File: src/rtl/mdio_pkg.sv
package mdio_pkg;
  localparam int ADDR_W    = 5;
  localparam int DATA_W    = 16;
  localparam int RANGE_W   = 3;
  localparam int PRE_LEN   = 32;
  localparam int FRAME_LEN = PRE_LEN + 2 + 2 + 2 * ADDR_W + 2 + DATA_W;
  localparam int BIT_W     = $clog2(FRAME_LEN);
  localparam int CNT_W     = 7;
  localparam int TA_IDX    = PRE_LEN + 4 + 2 * ADDR_W;
  localparam int DATA_IDX  = TA_IDX + 2;

  // Divide ratio (system clocks per MDC period) for a clock-range code
  function automatic logic [CNT_W-1:0] div_ratio(input logic [RANGE_W-1:0] code);
    case (code)
      3'd0:    return CNT_W'(16);
      3'd1:    return CNT_W'(26);
      3'd2:    return CNT_W'(42);
      3'd3:    return CNT_W'(62);
      default: return CNT_W'(102);
    endcase
  endfunction

  // Full management frame, first bit on the wire in the MSB
  function automatic logic [FRAME_LEN-1:0] build_frame(input logic rd,
                                                       input logic [ADDR_W-1:0] phy,
                                                       input logic [ADDR_W-1:0] ra,
                                                       input logic [DATA_W-1:0] wdat);
    return {{PRE_LEN{1'b1}}, 2'b01, (rd ? 2'b10 : 2'b01), phy, ra, 2'b10, wdat};
  endfunction
endpackage

File: src/rtl/mdio_mdc_gen.sv
module mdio_mdc_gen
  import mdio_pkg::*;
(
  input  logic               clk,
  input  logic               rst_n,
  input  logic               en,
  input  logic [RANGE_W-1:0] range_code,
  output logic               mdc,
  output logic               rise_evt,
  output logic               fall_evt
);
  logic [CNT_W-1:0] cnt;
  logic [CNT_W-1:0] ratio;
  logic [CNT_W-1:0] half;

  assign ratio    = div_ratio(range_code);
  assign half     = ratio >> 1;
  assign rise_evt = en && (cnt == half - 1'b1);
  assign fall_evt = en && (cnt == ratio - 1'b1);

  always_ff @(posedge clk) begin
    if (!rst_n || !en) begin
      cnt <= '0;
      mdc <= 1'b0;
    end else begin
      cnt <= fall_evt ? '0 : cnt + 1'b1;
      if (rise_evt)      mdc <= 1'b1;
      else if (fall_evt) mdc <= 1'b0;
    end
  end

  // Divider counter never leaves its period
  assert_cnt_in_period_R6: assert property (@(posedge clk) disable iff (!rst_n)
    cnt < ratio);
  // A falling MDC edge always starts a new period
  assert_fall_restarts_R6: assert property (@(posedge clk) disable iff (!rst_n)
    en && $fell(mdc) |-> cnt == '0);
endmodule

File: src/rtl/mdio_frame_engine.sv
module mdio_frame_engine
  import mdio_pkg::*;
(
  input  logic                 clk,
  input  logic                 rst_n,
  input  logic                 start,
  input  logic                 start_rd,
  input  logic [FRAME_LEN-1:0] frame_in,
  input  logic                 rise_evt,
  input  logic                 fall_evt,
  input  logic                 mdio_i,
  output logic                 active,
  output logic                 mdio_o,
  output logic                 mdio_oe,
  output logic                 done,
  output logic [DATA_W-1:0]    rd_data
);
  localparam logic [BIT_W-1:0] LAST_POS = BIT_W'(FRAME_LEN - 1);
  localparam logic [BIT_W-1:0] TA_POS   = BIT_W'(TA_IDX);
  localparam logic [BIT_W-1:0] DATA_POS = BIT_W'(DATA_IDX);

  logic                 is_read;
  logic [FRAME_LEN-1:0] shreg;
  logic [BIT_W-1:0]     bit_idx;
  logic [BIT_W-1:0]     nxt_idx;
  logic                 sample_evt;
  logic                 shift_evt;

  assign nxt_idx    = bit_idx + 1'b1;
  assign done       = active && fall_evt && (bit_idx == LAST_POS);
  assign shift_evt  = active && fall_evt && (bit_idx != LAST_POS);
  assign sample_evt = active && rise_evt && is_read && (bit_idx >= DATA_POS);

  always_ff @(posedge clk) begin
    if (!rst_n) begin
      active  <= 1'b0;
      is_read <= 1'b0;
      shreg   <= '0;
      bit_idx <= '0;
      mdio_o  <= 1'b0;
      mdio_oe <= 1'b0;
      rd_data <= '0;
    end else if (start) begin
      active  <= 1'b1;
      is_read <= start_rd;
      shreg   <= frame_in << 1;
      bit_idx <= '0;
      mdio_o  <= frame_in[FRAME_LEN-1];
      mdio_oe <= 1'b1;
    end else begin
      if (sample_evt) rd_data <= {rd_data[DATA_W-2:0], mdio_i};
      if (shift_evt) begin
        bit_idx <= nxt_idx;
        mdio_o  <= shreg[FRAME_LEN-1];
        shreg   <= shreg << 1;
        mdio_oe <= !(is_read && (nxt_idx >= TA_POS));
      end
      if (done) begin
        active  <= 1'b0;
        mdio_oe <= 1'b0;
      end
    end
  end

  // Read frames release the line from the turnaround onward
  assert_read_release_R5: assert property (@(posedge clk) disable iff (!rst_n)
    active && is_read && (bit_idx >= TA_POS) |-> !mdio_oe);
  // Write frames keep driving for the whole frame
  assert_write_driven_R4: assert property (@(posedge clk) disable iff (!rst_n)
    active && !is_read |-> mdio_oe);
endmodule

File: src/rtl/mdio_master.sv
module mdio_master
  import mdio_pkg::*;
(
  input  logic        clk,
  input  logic        rst_n,
  input  logic        cmd_we,
  input  logic        cmd_go,
  input  logic        cmd_write,
  input  logic [4:0]  cmd_phy,
  input  logic [4:0]  cmd_reg,
  input  logic [2:0]  cmd_range,
  input  logic        data_we,
  input  logic [15:0] data_wr,
  output logic        busy,
  output logic [15:0] data_rd,
  output logic [2:0]  clk_range,
  output logic        mdc,
  output logic        mdio_o,
  output logic        mdio_oe,
  input  logic        mdio_i
);
  logic                 accept;
  logic                 start;
  logic                 rd_q;
  logic                 eng_active;
  logic                 eng_done;
  logic                 rise_evt;
  logic                 fall_evt;
  logic [DATA_W-1:0]    eng_rd;
  logic [FRAME_LEN-1:0] frame;

  assign accept = cmd_we && !busy;
  assign start  = accept && cmd_go;
  assign frame  = build_frame(!cmd_write, cmd_phy, cmd_reg, data_rd);

  always_ff @(posedge clk) begin
    if (!rst_n) begin
      busy      <= 1'b0;
      rd_q      <= 1'b0;
      clk_range <= '0;
      data_rd   <= '0;
    end else begin
      if (accept) clk_range <= cmd_range;
      if (start) begin
        busy <= 1'b1;
        rd_q <= !cmd_write;
      end else if (eng_done) begin
        busy <= 1'b0;
      end
      if (eng_done && rd_q)        data_rd <= eng_rd;
      else if (data_we && !busy)   data_rd <= data_wr;
    end
  end

  mdio_mdc_gen u_mdc (
    .clk        (clk),
    .rst_n      (rst_n),
    .en         (busy),
    .range_code (clk_range),
    .mdc        (mdc),
    .rise_evt   (rise_evt),
    .fall_evt   (fall_evt)
  );

  mdio_frame_engine u_eng (
    .clk      (clk),
    .rst_n    (rst_n),
    .start    (start),
    .start_rd (!cmd_write),
    .frame_in (frame),
    .rise_evt (rise_evt),
    .fall_evt (fall_evt),
    .mdio_i   (mdio_i),
    .active   (eng_active),
    .mdio_o   (mdio_o),
    .mdio_oe  (mdio_oe),
    .done     (eng_done),
    .rd_data  (eng_rd)
  );

  assert_busy_tracks_engine_R3: assert property (@(posedge clk) disable iff (!rst_n)
    busy == eng_active);
  assert_idle_quiet_R10: assert property (@(posedge clk) disable iff (!rst_n)
    !busy |-> !mdc && !mdio_oe);
  assert_stable_at_rise_R9: assert property (@(posedge clk) disable iff (!rst_n)
    busy && $rose(mdc) |-> $stable(mdio_o));
  assert_busy_ignores_cmd_R7: assert property (@(posedge clk) disable iff (!rst_n)
    busy && cmd_we |=> $stable(clk_range));
endmodule

File: config.mk
export PLATFORM = sky130hd
export DESIGN_NAME = mdio_master
export DESIGN_NICKNAME = d
export VERILOG_FILES = /design/src/rtl/mdio_pkg.sv /design/src/rtl/mdio_mdc_gen.sv /design/src/rtl/mdio_frame_engine.sv /design/src/rtl/mdio_master.sv
export SDC_FILE = /design/constraint.sdc
export NUM_CORES = 1
export LEC_CHECK = 0
export CAP_MARGIN = 0
export CORE_MARGIN = 4
export CORE_UTILIZATION = 27
export DETAILED_ROUTE_END_ITERATION = 16
export PLACE_DENSITY_LB_ADDON = 0.25
export SLEW_MARGIN = 10
export SYNTH_ARGS = -nofsm -noshare
export SYNTH_HDL_FRONTEND = slang
export SYNTH_HIERARCHICAL = 1
export SYNTH_SLANG_ARGS = --single-unit
File: constraint.sdc
create_clock -name clk -period 7.4 [get_ports clk]
set_clock_uncertainty 0.1 [all_clocks]
set_input_delay 0.74 -clock clk [delete_from_list [all_inputs] [get_ports clk]]
set_output_delay 0.74 -clock clk [all_outputs]
set_load 0.02 [all_outputs]
==> out/results.tsv, run 1 <==
stage	metric	value	unit
final_layout	most common cell after layout, fill and taps aside	nand2_1	
drt	Routed WL	12500	um
placement	Port Buf Inserts	58	
drt	routed vias/inst	4.54	
drt	Initial DRC Count	302	
critical_path	worst reg2reg path depth	11	
final_layout	Layout fillers	2114	
clock_network	CTS tree	built	
hold_path	Hold Path Class	flop to flop	
global_routing	grt total ovfl	0	
clock_network	Post-CTS Setup Bufs	0	
drt	DRC	0	
power	static leakage	0.00240	uW
job	MaxCap Viol Count	0	
global_routing	number of global-route vias before repair	4292	
die	die height	152	um
synth	async set-reset flop share out of synthesis	0	%
sta	crit share post-route	55.9	%
drt	drt first pass iters	4	
sta	top achievable clock speed	242	MHz
critical_path	worst path bufs/invs	0	
clock_network	H-tree depth	4	
drt	ANT nets after route	0	
critical_path	CP most frequent cell	nor3_1	
critical_path	crit path cell chain	nor3_1 -> ha_1 -> xor2_1 -> and3_1 -> nand3_1 -> nor3_1 -> nand2_1 -> nor3_1 -> and2_4 -> or2_1 -> a31oi_2	
synth	Avg Cell Area, Syn	8.44	um^2
critical_path	Crit Path Category	flop to flop	
clock_network	Post-CTS Resized	0	
die	Placeable Area	20200	um^2
die	Top Ports	59	
sta	Pins Over Slew Limit	0	
critical_path	Worst R2R End	data_rd[15]$_SDFFE_PN0P_	
clock_network	maximum buffer depth of the clock tree	2	
power	Max IR drop VDD	157	uV
sta	final hold vios	0	
critical_path	CP Data Required Time	7.55	ns
final_layout	Final nets	749	
synth	Seq/Total Area, Yosys	42.5	%
critical_path	CP delay by family, top	simple AND/OR/NAND/NOR gates	
final_layout	commonest cells after routing, fill and taps aside	166 x nand2_1, 118 x dfxtp_1, 71 x a31oi_1, 67 x o21ai_0, 57 x clkdlybuf4s50_1	
final_layout	Layout area overhead	22.9	%
critical_path	Worst Setup EP	data_rd[15]$_SDFFE_PN0P_	
synth	#FFs+latches synth	118	
clock_network	total clock sinks	118	
synth	Yosys cell types	58	
die	Starting Density	27.5	%
final_layout	# diodes	0	
placement	Post-DP Area	6170	um^2
clock_network	CTS Buf Count	17	
global_routing	first-pass GRT wire length	21100	um
sta	crit path time final	4.13	ns
die	die footprint	23000	um^2
clock_network	clock slew at reported path FFs	0.05	ns
placement	GP Congestion	0.772	
outcome	status	finished, final reports clean	
synth	number of flops mapped to enable cells by yosys	0	
global_routing	total global-route track usage	11.4	%
critical_path	CP max stage cell	or2_1	
final_layout	post-route cell area	6840	um^2
clock_network	hold buffers post-CTS	0	
synth	yosys warns	6	
clock_network	Clock Latency Late Sink	0.41	ns
drt	routed vias	4508	
critical_path	CP peak stage delay	0.63	ns
critical_path	Crit Path Max Fanout	31	
critical_path	RR Startpoint	clk_range[2]$_SDFFE_PN0P_	
sta	Final TNS setup	0	ns
global_routing	initial antenna violation count	0	
synth	Syn Std Cell Area	5560	um^2
sta	Worst-Margin Slew	0.991	ns
sta	RSZ-0062 raised after global routing	no	
clock_network	clock root buffer	clkbuf_16	
global_routing	largest net degree at the start of global routing	78	
placement	DP HPWL	7770	um
drt	Routed WL per cell	12.6	um
critical_path	Critical Path Start	clk_range[2]$_SDFFE_PN0P_	
critical_path	CP endpoint kind	flop	
sta	max_slew headroom	33.8	%
critical_path	R2R Setup Slk	3.27	ns
synth	synthesized instance count	659	
critical_path	CP Depth	11	
power	Pwr per Cell Area	259	nW/um^2
sta	final setup violation count	0	
critical_path	crit path DAT	4.29	ns
critical_path	CP startpoint kind	flop	
synth	Synth Flop Type	dfxtp_1	
final_layout	layout cell share with drive strength beyond 1	8.86	%
die	Die Span X	152	um
die	# rows	52	
## report_power, final
part | total, uW | switching, uW | internal (uW)
Sequential | 696 | 24.6 | 671
Clock | 919 | 294 | 625
Combinational | 153 | 80.6 | 72.4
## tightest hold or removal path, cell delays in order (launching register included)
cell and delay (ns):
dfxtp_1 0.30, inv_1 0.06, o22ai_2 0.05
## metrics by stage
step / std cells / setup WS, ns / util [%] / total power, uW / hold slack, ns
CTS: 992 / 3.18 / 33.8 / 1790 / 0.362
detailed placement: 960 / 3.20 / 30.5 / 863 / 0.354
floorplan: 693 / 4.18 / - / 816 / 0.343
global route: 992 / 2.83 / 33.8 / 1840 / 0.381
global placement: 960 / 3.43 / 30.5 / 862 / 0.359
finish: 992 / 3.27 / 33.8 / 1770 / 0.361
## layout make-up
cell class / count / area (um^2) / area share [%]
Inverter: 8 / 31.3 / 0.458
Clock inverter: 11 / 196 / 2.87
Tap cell: 270 / 338 / 4.94
Sequential cell: 118 / 2360 / 34.6
Timing Repair Buffer: 63 / 613 / 8.97
Clock buffer: 21 / 470 / 6.88
Multi-Input combinational cell: 501 / 2830 / 41.3
## synthesized netlist by cell type (3+ instances only)
| cell type | n | area, um^2 |
|---|---|---|
| nand3_1 | 10 | 50.1 |
| mux2i_1 | 20 | 200 |
| a21boi_0 | 3 | 22.5 |
| buf_2 | 5 | 25.0 |
| o31ai_1 | 15 | 113 |
| buf_4 | 19 | 143 |
| clkbuf_8 | 4 | 55.1 |
| nand2_1 | 166 | 623 |
| buf_6 | 10 | 113 |
| dfxtp_1 | 118 | 2360 |
| clkbuf_1 | 23 | 86.3 |
| inv_1 | 7 | 26.3 |
| xnor2_1 | 7 | 61.3 |
| a31oi_2 | 10 | 125 |
| ha_1 | 4 | 50.1 |
| xor2_1 | 7 | 61.3 |
| nor2_1 | 11 | 41.3 |
| nor3_1 | 7 | 35.0 |
| a21oi_1 | 5 | 25.0 |
| o21ai_0 | 67 | 335 |
| nor2b_1 | 24 | 150 |
| a31oi_1 | 71 | 444 |
## worst min-delay path by stage
stage	start	endpoint	slack, ns	cells past startpoint
4_1_cts	u_mdc/mdc$_SDFFE_PP0P_	u_mdc/mdc$_SDFFE_PP0P_	0.36	2
2_1_floorplan	u_mdc/cnt[0]$_SDFF_PP0_	u_mdc/cnt[0]$_SDFF_PP0_	0.34	1
3_3_place_gp	u_mdc/mdc$_SDFFE_PP0P_	u_mdc/mdc$_SDFFE_PP0P_	0.36	2
5_1_grt	u_mdc/mdc$_SDFFE_PP0P_	u_mdc/mdc$_SDFFE_PP0P_	0.38	2
6_report	u_mdc/mdc$_SDFFE_PP0P_	u_mdc/mdc$_SDFFE_PP0P_	0.36	2
3_5_place_dp	u_mdc/mdc$_SDFFE_PP0P_	u_mdc/mdc$_SDFFE_PP0P_	0.35	2
## cells by family after synthesis
kind of cell,share of synthesized area [%]
simple gates,19.1
compound gates,22.2
buf+inv,9.06
xor+xnor,2.50
fa+ha+maj,0.900
mux,3.60
flops,42.5
other cells,0.135
## metal layers
metal / GRT usage [%] / wire [um]
met5: 0 / 0
met4: 4.00 / 174
met3: 3.33 / 488
met2: 17.1 / 5400
met1: 15.7 / 6470
## registers in the layout, indices dropped and copies added, names as in the netlist
| name | cells |
|---|---|
| busy | 1 |
| clk_range | 3 |
| data_rd | 16 |
| rd_q | 1 |
| u_eng/active | 1 |
| u_eng/bit_idx | 6 |
| u_eng/is_read | 1 |
| u_eng/mdio_o | 1 |
| u_eng/mdio_oe | 1 |
| u_eng/rd_data | 16 |
| u_eng/shreg | 63 |
| u_mdc/cnt | 7 |
| u_mdc/mdc | 1 |
Power figures use the tool's default switching activity.
==> run 2: changes to the inputs <==
==> constraint.sdc (replaced) <==
create_clock -name clk -period 3.4 [get_ports clk]
set_clock_uncertainty 0.1 [all_clocks]
set_input_delay 0.34 -clock clk [delete_from_list [all_inputs] [get_ports clk]]
set_output_delay 0.34 -clock clk [all_outputs]
set_load 0.02 [all_outputs]
==> run 2 against run 1 <==
Largest power group unchanged. Sequential share of layout area decreased by 0.24 points. Core utilization increased by 0.24 points. Non-clock buffer count increased by 11. Final area increased by 0.71%. Register-to-register slack got worse by 2.9 ns. Combinational power increased by 120%. Worst setup slack got worse by 2.9 ns. Sequential power increased by 120%. Final cell count increased by 1.1%. Maximum frequency increased by 38%. Total power increased by 110%.
==> out/results.tsv, run 2 (synthesis results as in run 1) <==
stage	metric	value	unit	change
placement	dpl cells	971		was 960
drt	met2 WL post-DR	5450	um	was 5400 um
critical_path	CP Data Required Time	3.55	ns	was 7.55 ns
critical_path	CP startpoint kind	flop		unchanged
placement	Port Buf Inserts	58		unchanged
job	MaxCap Viol Count	0		unchanged
final_layout	Layout area overhead	23.8	%	was 22.9%
drt	drt first pass iters	4		unchanged
clock_network	total clock sinks	118		unchanged
clock_network	clock root buffer	clkbuf_16		unchanged
global_routing	number of global-route vias before repair	4179		was 4292
sta	Worst-Margin Slew	0.764	ns	was 0.991 ns
clock_network	CTS tree	built		unchanged
placement	GP Congestion	0.762		was 0.772
sta	final hold vios	0		unchanged
power	Max IR drop VDD	371	uV	was 157 uV
global_routing	largest net degree at the start of global routing	93		was 78
final_layout	Top reg by flops	u_eng/shreg		unchanged
drt	ANT nets after route	0		unchanged
outcome	status	finished, final reports clean		unchanged
drt	WL met1	6400	um	was 6470 um
global_routing	total global-route track usage	11.3	%	was 11.4%
sta	crit share post-route	88.2	%	was 55.9%
drt	Routed WL	12600	um	was 12500 um
final_layout	max FFs per register	63		unchanged
drt	uppermost layer routed	met4		unchanged
global_routing	first-pass GRT wire length	20800	um	was 21100 um
sta	final setup violation count	0		unchanged
global_routing	grt total ovfl	0		unchanged
clock_network	Clock Latency Late Sink	0.42	ns	was 0.41 ns
die	Top Ports	59		unchanged
final_layout	layout cell share with drive strength beyond 1	10.4	%	was 8.86%
critical_path	CP endpoint kind	flop		unchanged
clock_network	CTS Buf Count	17		unchanged
sta	Final TNS setup	0	ns	unchanged
sta	max_slew headroom	49.1	%	was 33.8%
global_routing	initial antenna violation count	0		unchanged
sta	Pins Over Slew Limit	0		unchanged
die	# rows	52		unchanged
hold_path	Hold Path Class	flop to flop		unchanged
drt	routed vias/inst	4.50		was 4.54
critical_path	Crit Path Category	flop to flop		unchanged
final_layout	commonest cells after routing, fill and taps aside	166 x nand2_1, 118 x dfxtp_1, 71 x a31oi_1, 67 x o21ai_0, 57 x clkdlybuf4s50_1		unchanged
power	Pwr Total	3700	uW	was 1770 uW
drt	Initial DRC Count	179		was 302
final_layout	final non-filler cell total	1003		was 992
die	die footprint	23000	um^2	unchanged
clock_network	maximum buffer depth of the clock tree	2		unchanged
clock_network	Post-CTS Setup Bufs	0		unchanged
sta	top achievable clock speed	334	MHz	was 242 MHz
final_layout	top flop regs	u_eng/shreg: 63 flops, data_rd: 16 flops, u_eng/rd_data: 16 flops		unchanged
sta	hold_ws	0.363	ns	was 0.361 ns
final_layout	most common cell after layout, fill and taps aside	nand2_1		unchanged
drt	DRC	0		unchanged
die	Die Span X	152	um	unchanged
drt	WL met3	543	um	was 488 um
power	Pwr per Cell Area	537	nW/um^2	was 259 nW/um^2
clock_network	H-tree depth	4		unchanged
die	Starting Density	27.5	%	unchanged
final_layout	Final nets	760		was 749
placement	DP HPWL	7880	um	was 7770 um
power	static leakage	0.00244	uW	was 0.00240 uW
die	Placeable Area	20200	um^2	unchanged
sta	RSZ-0062 raised after global routing	no		unchanged
critical_path	crit path DAT	3.15	ns	was 4.29 ns
drt	routed vias	4518		was 4508
die	die height	152	um	unchanged
clock_network	clock slew at reported path FFs	0.06	ns	was 0.05 ns
critical_path	Crit Path Max Fanout	44		was 31
final_layout	# diodes	0		unchanged
drt	Routed WL per cell	12.5	um	was 12.6 um
sta	crit path time final	3.00	ns	was 4.13 ns
[run 2: cell type report]
cell class                      instances  area (um^2)
Fill cell                            2122        13300
Multi-Input combinational cell        501         2830
Sequential cell                       118         2360
Timing Repair Buffer                   74          724
Clock buffer                           17          425
Tap cell                              270          338
Clock inverter                         15          179
Inverter                                8         31.3
[run 2: critical path: stages (launching register included)]
cell and delay (ns):
dfxtp_1 0.38, nor3_1 0.29, ha_1 0.31, xor2_1 0.13
and3_1 0.17, nand3_1 0.13, nor3_1 0.30, nand2_1 0.13
buf_4 0.18, a21o_2 0.21, buf_4 0.28, nand2_1 0.13
a31oi_1 0.09
[run 2: final timing paths]
check                                    start                            to  slack [ns]  cells past startpoint
setup / recovery     clk_range[1]$_SDFFE_PN0P_  u_eng/shreg[45]$_SDFFE_PN0P_        0.40                     12
hold / removal    u_eng/shreg[52]$_SDFFE_PN0P_  u_eng/shreg[53]$_SDFFE_PN0P_        0.36                      2
hold reg to reg   u_eng/shreg[52]$_SDFFE_PN0P_  u_eng/shreg[53]$_SDFFE_PN0P_        0.36                      2
setup reg to reg     clk_range[1]$_SDFFE_PN0P_  u_eng/shreg[45]$_SDFFE_PN0P_        0.40                     12
[run 2: stage by stage]
stage	worst slack, ns	utilization (%)	cell area [um^2]
after floorplan	0.175	-	5690
after global placement	0.464	31.0	6280
after detailed placement	0.297	31.0	6280
after CTS	0.300	34.0	6880
after global routing	0.0203	34.0	6890
final	0.402	34.0	6890
[run 2: per-layer routing]
| metal | global-route usage, % | vias to the layer above |
|---|---|---|
| li1 | - | 2376 |
| met1 | 15.7 | 2064 |
| met2 | 16.4 | 68 |
| met3 | 3.33 | 10 |
| met4 | 4.76 | 0 |
| met5 | 0 | - |
[run 2: timing repair]
action / 4_1_cts / 5_1_grt
gates resized for setup: 0 / 1
hold buffers: 0 / 0
setup endpoints to repair: 0 / 2
[run 2: power breakdown]
part           internal, uW  switching, uW  total [uW]
clock network          1110            735        1840
registers              1460           53.5        1510
logic                   166            174         340
total                  2740            962        3700
==> run 3: changes to the inputs <==
--- a/config.mk
+++ b/config.mk
@@ -13,5 +13,4 @@
 export SLEW_MARGIN = 10
 export SYNTH_ARGS = -nofsm -noshare
 export SYNTH_HDL_FRONTEND = slang
-export SYNTH_HIERARCHICAL = 1
 export SYNTH_SLANG_ARGS = --single-unit
==> run 3 against run 2 <==
Worst setup slack better by 0.043 ns. Sequential cell count decreased by 2. Highest routed layer unchanged. Non-clock buffer count grew 3. Total power up 3.0%. Largest power group unchanged. Sequential share of layout area shrank 0.27 points. Combinational power increased by 22%. Largest cell class unchanged.
==> out/results.tsv, run 3 <==
stage	metric	value	unit	change
final_layout	fin util	34.9	%	was 34.0%
placement	Port Buf Inserts	58		unchanged
power	Pwr Total	3810	uW	was 3700 uW
synth	Seq/Total Area, Yosys	43.2	%	was 42.5%
die	Top Ports	59		unchanged
drt	Routed WL per cell	15.4	um	was 12.5 um
die	Die Span X	149	um	was 152 um
die	die footprint	22200	um^2	was 23000 um^2
synth	number of flops mapped to enable cells by yosys	0		unchanged
global_routing	initial antenna violation count	0		unchanged
clock_network	clock slew at reported path FFs	0.05	ns	was 0.06 ns
die	Placeable Area	19500	um^2	was 20200 um^2
global_routing	largest net degree at the start of global routing	65		was 93
clock_network	Post-CTS Setup Bufs	0		unchanged
die	# rows	51		was 52
critical_path	Crit Path Category	flop to flop		unchanged
power	Pwr per Cell Area	558	nW/um^2	was 537 nW/um^2
die	die height	149	um	was 152 um
critical_path	Crit Path Max Fanout	39		was 44
global_routing	number of global-route vias before repair	4486		was 4179
hold_path	Hold Path Class	flop to flop		unchanged
clock_network	Clock Latency Late Sink	0.42	ns	about the same
synth	biggest area consumer among synthesized cells	dfxtp_1		unchanged
drt	Routed WL	13800	um	was 12600 um
sta	Pins Over Slew Limit	0		unchanged
global_routing	total global-route track usage	12.9	%	was 11.3%
sta	crit path time final	2.96	ns	was 3.00 ns
power	switch share	23.4	%	was 26.0%
power	power share of the clock group	50.7	%	was 49.9%
power	sequential power share	38.4	%	was 40.9%
drt	Initial DRC Count	218		was 179
final_layout	# diodes	0		unchanged
outcome	status	finished, final reports clean		unchanged
final_layout	layout cell share with drive strength beyond 1	12.5	%	was 10.4%
sta	Worst-Margin Slew	0.795	ns	was 0.764 ns
critical_path	CP startpoint kind	flop		unchanged
final_layout	most common cell after layout, fill and taps aside	dfxtp_1		was nand2_1
sta	final setup violation count	0		unchanged
final_layout	max FFs per register	63		unchanged
power	static leakage	0.00253	uW	was 0.00244 uW
synth	Post-synth top cells	116 x dfxtp_1, 80 x nand2_1, 42 x clkbuf_1		was 166 x nand2_1, 118 x dfxtp_1, 71 x a31oi_1
sta	crit share post-route	86.9	%	was 88.2%
drt	routed vias	4577		was 4518
sta	top achievable clock speed	338	MHz	was 334 MHz
synth	top-count cell post-synth	dfxtp_1		was nand2_1
job	MaxCap Viol Count	0		unchanged
synth	largest cells by area after synthesis	dfxtp_1 43%, mux2i_1 6.7%, o311a_1 6.3%		was dfxtp_1 42%, nand2_1 11%, a31oi_1 8.0%
synth	syn_nets	625		
drt	drt first pass iters	4		unchanged
critical_path	crit path DAT	3.16	ns	was 3.15 ns
global_routing	first-pass GRT wire length	23000	um	was 20800 um
critical_path	CP Data Required Time	3.60	ns	was 3.55 ns
global_routing	grt total ovfl	0		unchanged
final_layout	Top reg by flops	u_eng.shreg		was u_eng/shreg
synth	yosys warns	0		was 6
sta	Final TNS setup	0	ns	unchanged
power	Max IR drop VDD	377	uV	was 371 uV
critical_path	CP max stage cell	or3_4		was dfxtp_1
power	Internal Pwr Total	2920	uW	was 2740 uW
critical_path	CP endpoint kind	flop		unchanged
clock_network	total clock sinks	116		was 118
drt	ANT nets after route	0		unchanged
final_layout	commonest cells after routing, fill and taps aside	116 x dfxtp_1, 80 x nand2_1, 57 x clkdlybuf4s50_1, 36 x mux2i_1, 35 x or3_1		was 166 x nand2_1, 118 x dfxtp_1, 71 x a31oi_1, 67 x o21ai_0, 57 x clkdlybuf4s50_1
drt	DRC	0		unchanged
clock_network	CTS Buf Count	17		unchanged
final_layout	top flop regs	u_eng.shreg: 63 flops, data_rd: 16 flops, u_eng.rd_data: 16 flops		was u_eng/shreg: 63 flops, data_rd: 16 flops, u_eng/rd_data: 16 flops
die	Starting Density	27.5	%	about the same
synth	Yosys top cell area share	43.2	%	was 42.5%
clock_network	hold buffers post-CTS	0		unchanged
power	Net Sw Power	891	uW	was 962 uW
placement	GP Congestion	0.787		was 0.762
placement	dpl cells	866		was 971
final_layout	Layout area overhead	27.1	%	was 23.8%
synth	Synth Flop Type	dfxtp_1		unchanged
clock_network	CTS tree	built		unchanged
clock_network	maximum buffer depth of the clock tree	2		unchanged
final_layout	final non-filler cell total	898		was 1003
sta	RSZ-0062 raised after global routing	no		unchanged
sta	final hold vios	0		unchanged
placement	DP HPWL	8600	um	was 7880 um
synth	#FFs+latches synth	116		was 118
clock_network	H-tree depth	4		unchanged
synth	Avg Cell Area, Syn	9.18	um^2	was 8.44 um^2
sta	max_slew headroom	47.0	%	was 49.1%
synth	synthesized instance count	585		was 659
clock_network	Post-CTS Resized	0		unchanged
clock_network	clock root buffer	clkbuf_16		unchanged
power	power share of the combinational group	10.9	%	was 9.2%
critical_path	CP peak stage delay	0.60	ns	was 0.38 ns
critical_path	crit path cell chain	nor3_1 -> ha_1 -> xor2_1 -> nand4_1 -> or3_4 -> buf_4 -> or3_1 -> o311a_1		was nor3_1 -> ha_1 -> xor2_1 -> and3_1 -> nand3_1 -> nor3_1 -> nand2_1 -> buf_4 -> a21o_2 -> buf_4 -> nand2_1 -> a31oi_1
drt	routed vias/inst	5.10		was 4.50
synth	async set-reset flop share out of synthesis	0	%	unchanged
synth	Syn Std Cell Area	5370	um^2	was 5560 um^2
final_layout	Final nets	660		was 760
synth	Yosys cell types	54		was 58
final_layout	Layout fillers	1981		was 2122
-- run 3: critical path, delay by kind of cell, from the launching register on --
family,cells,cell delay [ns]
fa+ha+maj,1,0.32
xor+xnor,1,0.17
flops,1,0.40
compound gates,1,0.13
simple gates,4,1.42
buf+inv,1,0.29
-- run 3: final cells by class --
type	count	area (um^2)	share of cell area (%)
clock buffer	23	498	7.30
clock inverter	9	148	2.16
inverter	8	30.0	0.440
multi-input combinational	400	2760	40.5
sequential	116	2320	34.0
tap	265	332	4.86
timing repair buffer	77	731	10.7
-- run 3: metrics by stage --
stage          instance area, um^2  setup slack [ns]  hold slack, ns
6_report                      6820             0.445           0.373
5_1_grt                       6820             0.163           0.386
4_1_cts                       6820             0.433           0.372
3_5_place_dp                  6180             0.460           0.370
3_3_place_gp                  6180             0.555           0.361
2_1_floorplan                 5370             0.444           0.344
-- run 3: final timing paths --
kind / from / end / slack, ns / cells past startpoint
min reg2reg: u_eng.shreg[16]$_SDFFE_PN0P_ / u_eng.shreg[17]$_SDFFE_PP0N_ / 0.37 / 2
min: u_eng.shreg[16]$_SDFFE_PN0P_ / u_eng.shreg[17]$_SDFFE_PP0N_ / 0.37 / 2
max: clk_range[0]$_SDFFE_PN0P_ / u_eng.shreg[34]$_SDFFE_PN0P_ / 0.44 / 8
max reg2reg: clk_range[0]$_SDFFE_PN0P_ / u_eng.shreg[34]$_SDFFE_PN0P_ / 0.44 / 8
-- run 3: power groups by stage --
stage / clock network, uW / registers [uW] / logic (uW)
after floorplan: 0 / 1500 / 245
after global placement: 0 / 1490 / 409
after detailed placement: 0 / 1490 / 414
after CTS: 1970 / 1460 / 416
after global routing: 2030 / 1470 / 454
final: 1930 / 1460 / 414
-- run 3: cell families (layout without fill, tap and decap cells) --
group,after synthesis,count (layout),synth area share [%]
fa+ha+maj,4,4,0.932
flops,116,116,43.2
buf+inv,69,117,5.57
mux,52,52,10.1
compound gates,136,136,19.4
simple gates,193,193,18.3
xor+xnor,15,15,2.45
-- run 3: per-layer routing --
| metal | vias up | global-route usage, % | wire (um) |
|---|---|---|---|
| met4 | 0 | 5.31 | 234 |
| li1 | 2222 | - | - |
| met3 | 20 | 3.40 | 678 |
| met5 | - | 0 | 0 |
| met2 | 126 | 19.8 | 6300 |
| met1 | 2209 | 17.2 | 6630 |
